==> src/rtl/rr_sel_pkg.sv <==
package rr_sel_pkg;
  localparam int unsigned MAXW = 64;
  typedef logic [MAXW-1:0] wide_t;

  // isolate the lowest set bit of a vector
  function automatic wide_t lowest_one(input wide_t v);
    return v & (~v + wide_t'(1));
  endfunction

  // for a one-hot start vector, all positions at or above the start bit
  function automatic wide_t at_or_above(input wide_t start);
    return ~(start - wide_t'(1));
  endfunction
endpackage

==> src/rtl/rr_start_gen.sv <==
module rr_start_gen #(
  parameter int unsigned K = 8
) (
  input  logic [K-1:0] cur,
  output logic [K-1:0] start,
  output logic         idle
);
  // idle: no bit of the last-served field is set
  assign idle = ~|cur;

  // start of the search is one above the last-served entry, wrapping;
  // the idle flag is injected into the lowest position
  generate
    if (K == 1) begin : g_single
      assign start[0] = cur[0] | idle;
    end else begin : g_multi
      assign start[0] = cur[K-1] | idle;
      for (genvar i = 1; i < K; i++) begin : g_rot
        assign start[i] = cur[i-1];
      end
    end
  endgenerate
endmodule

==> src/rtl/rr_pick.sv <==
module rr_pick #(
  parameter int unsigned K = 8
) (
  input  logic [K-1:0] start,
  input  logic [K-1:0] mask,
  output logic [K-1:0] pick,
  output logic         upper_hit
);
  import rr_sel_pkg::*;

  logic [K-1:0] upper_req;
  logic [K-1:0] upper_pick;
  logic [K-1:0] wrap_pick;

  always_comb begin
    upper_req  = mask & K'(at_or_above(wide_t'(start)));
    upper_pick = K'(lowest_one(wide_t'(upper_req)));
    wrap_pick  = K'(lowest_one(wide_t'(mask)));
  end

  assign upper_hit = |upper_req;
  assign pick      = upper_hit ? upper_pick : wrap_pick;
endmodule

==> src/rtl/rr_next_sel.sv <==
module rr_next_sel #(
  parameter int unsigned K       = 8,
  parameter bit          REG_OUT = 1'b1
) (
  input  logic         clk,
  input  logic         rst_n,
  input  logic [K-1:0] cur_i,
  input  logic [K-1:0] mask_i,
  output logic [K-1:0] next_o
);
  logic [K-1:0] search_start;
  logic         idle_in;
  logic         upper_hit;
  logic [K-1:0] nxt_comb;

  rr_start_gen #(.K(K)) u_start (
    .cur   (cur_i),
    .start (search_start),
    .idle  (idle_in)
  );

  rr_pick #(.K(K)) u_pick (
    .start     (search_start),
    .mask      (mask_i),
    .pick      (nxt_comb),
    .upper_hit (upper_hit)
  );

  generate
    if (REG_OUT) begin : g_reg
      logic [K-1:0] nxt_q;
      always_ff @(posedge clk or negedge rst_n) begin
        if (!rst_n) nxt_q <= '0;
        else        nxt_q <= nxt_comb;
      end
      assign next_o = nxt_q;
    end else begin : g_comb
      assign next_o = nxt_comb;
    end
  endgenerate
endmodule

==> config.mk <==
export PLATFORM = sky130hd
export DESIGN_NAME = rr_next_sel
export DESIGN_NICKNAME = d
export VERILOG_FILES = /design/src/rtl/rr_sel_pkg.sv /design/src/rtl/rr_start_gen.sv /design/src/rtl/rr_pick.sv /design/src/rtl/rr_next_sel.sv
export SDC_FILE = /design/constraint.sdc
export NUM_CORES = 1
export LEC_CHECK = 0
export ABC_AREA = 1
export BUFFER_PORTS_ARGS = -buffer_cell sky130_fd_sc_hd__buf_2
export CAP_MARGIN = 15
export CORE_ASPECT_RATIO = 0.9
export CORE_MARGIN = 1
export CORE_UTILIZATION = 49
export DETAILED_ROUTE_END_ITERATION = 8
export PLACE_DENSITY = 0.9
export SLEW_MARGIN = 20
export SYNTH_ARGS = -nofsm -noshare
export SYNTH_HDL_FRONTEND = slang
export SYNTH_HIERARCHICAL = 1
export SYNTH_SLANG_ARGS = --single-unit
export TNS_END_PERCENT = 50
==> constraint.sdc <==
create_clock -name clk -period 0.8 [get_ports clk]
set_input_delay 0.16 -clock clk [delete_from_list [all_inputs] [get_ports clk]]
set_output_delay 0.16 -clock clk [all_outputs]
set_load 0.005 [all_outputs]
==> metrics.yaml <==
cellLeakagePower_nw: 0.656
final_cells: 177
drive_gt1_frac: 0.549
avgSynthCellArea_sq_um: 6.60
drc: 1
cp_slowest_cell: "ha_4"
pin_count: 26
dieWidth_um: 43.8
largest_reg_flops: 8
grt_max_degree: 9
tritoncts: "yes"
maxSlewHeadroom: 0.826
status: "complete, but fails checks"
grt_pass1_wl_um: 2900
worst_slew_pin_slew_ns: 0.260
synth_nets: 136
synth_cells: 117
grt_pass1_vias: 746
final_cell_mix: "nand2_1, buf_4, buf_2"
cp_cell_sequence: "buf_8 > nor2_4 > nand2_2 > o21ai_2 > inv_2 > ha_4 > nand2_2 > nand2_2 > inv_2 > nand2_4 > clkinv_4 > nand3_4 > nor2_8 > nand3_2 > nand2_2"
dp_cells: 168
fin_crit_ns: 1.42
period_share: 1.77
num_vias: 879
core_area_sq_mm: 0.00146
clkTransAtPathRegs_ns: 0.05
grt-ovfl-total: 0
cp.buffers_inverters: 4
num_rows: 13
drv_slew: 0
port-buffer-count: 25
crit_family: "simple AND/OR/NAND/NOR gates"
hold_path_class: "in -> reg"
drtIter0Drc: 23
wirelength_um: 1950
antenna_cells: 0
wl_per_cell_um: 11.0
initial_utilization: 0.527
cp.arrival_ns: 1.60
fin_nets: 183
via_per_inst: 4.97
cts.htree.levels: 1
min_to: "next_o[6]"
cp-end-kind: "register"
fp.dieArea_sq_mm: 0.00174
worstPathRequired_ns: 0.98
max_stage_delay_ns: 0.22
syn_area_sq_um: 772
violations: "DRC, setup timing"
stdcell_area_sq_mm: 0.00120
cp_common_cell: "nand2_2"
cp-start-kind: "input pin"
route.antenna.remaining_nets: 0
dp_hpwl_um: 1400
grt_usage: 0.228
gp_congestion: 0.777
antenna_found_initial: 0
drtPass1Iterations: 8
powerDensity_mw_per_mm2: 1020
hp-start: "mask_i[5]"
syn2layout_area_growth_pct: 55.3
cts_sinks: 8
yosys_warnings: 6
critPathKind: "in -> reg"
postPlaceCellArea_sq_mm: 0.00101
hold_depth: 4
die_y_um: 39.7
worst_slack_ns: -0.620
crit_fanout: 8
max-clock-path-buffers: 2
cts_root_buf: "clkbuf_4"
rsz0062_at_grt: "yes"
max_freq_mhz: 704
finalHoldViolCount: 0
crit_start: "cur_i[4]"
setup_viol: 16
ir_worst_vdd_v: 0.000491
maxCapViolations: 0
cts_made_buffers: 3
final_common_cell: "nand2_1"
==> how the worst max path moves through the flow <==
stage / to / slack, ns / cells past startpoint
3_5_place_dp: next_o[4] / -0.95 / 15
6_report: next_o[3] / -0.62 / 15
2_1_floorplan: next_o[6] / -0.70 / 14
5_1_grt: next_o[3] / -0.73 / 15
4_1_cts: next_o[4] / -0.57 / 15
3_3_place_gp: next_o[6] / -0.87 / 15
==> tightest hold or removal path: stages <==
cell and delay (ns):
buf_2 0.08, nor3_1 0.04, nand2_1 0.07, a21oi_2 0.05
==> power breakdown <==
part           internal, mW  leakage, nW  switching, mW
Sequential            0.427        0.108        0.00405
Combinational         0.245        0.535          0.268
Clock                 0.170       0.0138          0.109
==> final cells by class <==
cell class	count	area (sq um)
Tap cell	15	18.8
Inverter	23	93.8
Multi-Input combinational cell	79	514
Fill cell	92	265
Timing Repair Buffer	49	349
Clock buffer	3	22.5
Sequential cell	8	200
==> routing by layer <==
metal | vias to the layer above | track usage | wire length [um]
met5 | - | 0 | 0
met4 | 0 | 0.0469 | 18
met3 | 2 | 0.0138 | 77
met2 | 27 | 0.493 | 1090
met1 | 400 | 0.240 | 764
li1 | 450 | - | -
==> repair_timing <==
item                                    CTS  global route
endpoints found under the setup margin   16            16
pin swaps                                13            13
hold buffers                              1             0
resized for setup                        17            11
endpoints found under the hold margin     8             0
setup buffers                             2             3
==> metrics by stage <==
| step | worst slack [ns] | setup TNS, ns | util | power (mW) | hold slack (ns) |
|---|---|---|---|---|---|
| after detailed placement | -0.952 | -7.50 | 0.692 | 0.841 | 0.00114 |
| after CTS | -0.573 | -5.11 | 0.779 | 1.18 | 0.192 |
| after global placement | -0.873 | -6.91 | 0.692 | 0.825 | -0.00454 |
| after global routing | -0.731 | -6.37 | 0.819 | 1.30 | 0.220 |
| after floorplan | -0.698 | -5.56 | - | 0.674 | -0.136 |
| final | -0.620 | -5.31 | 0.819 | 1.22 | 0.199 |
Power figures use the tool's default switching activity.
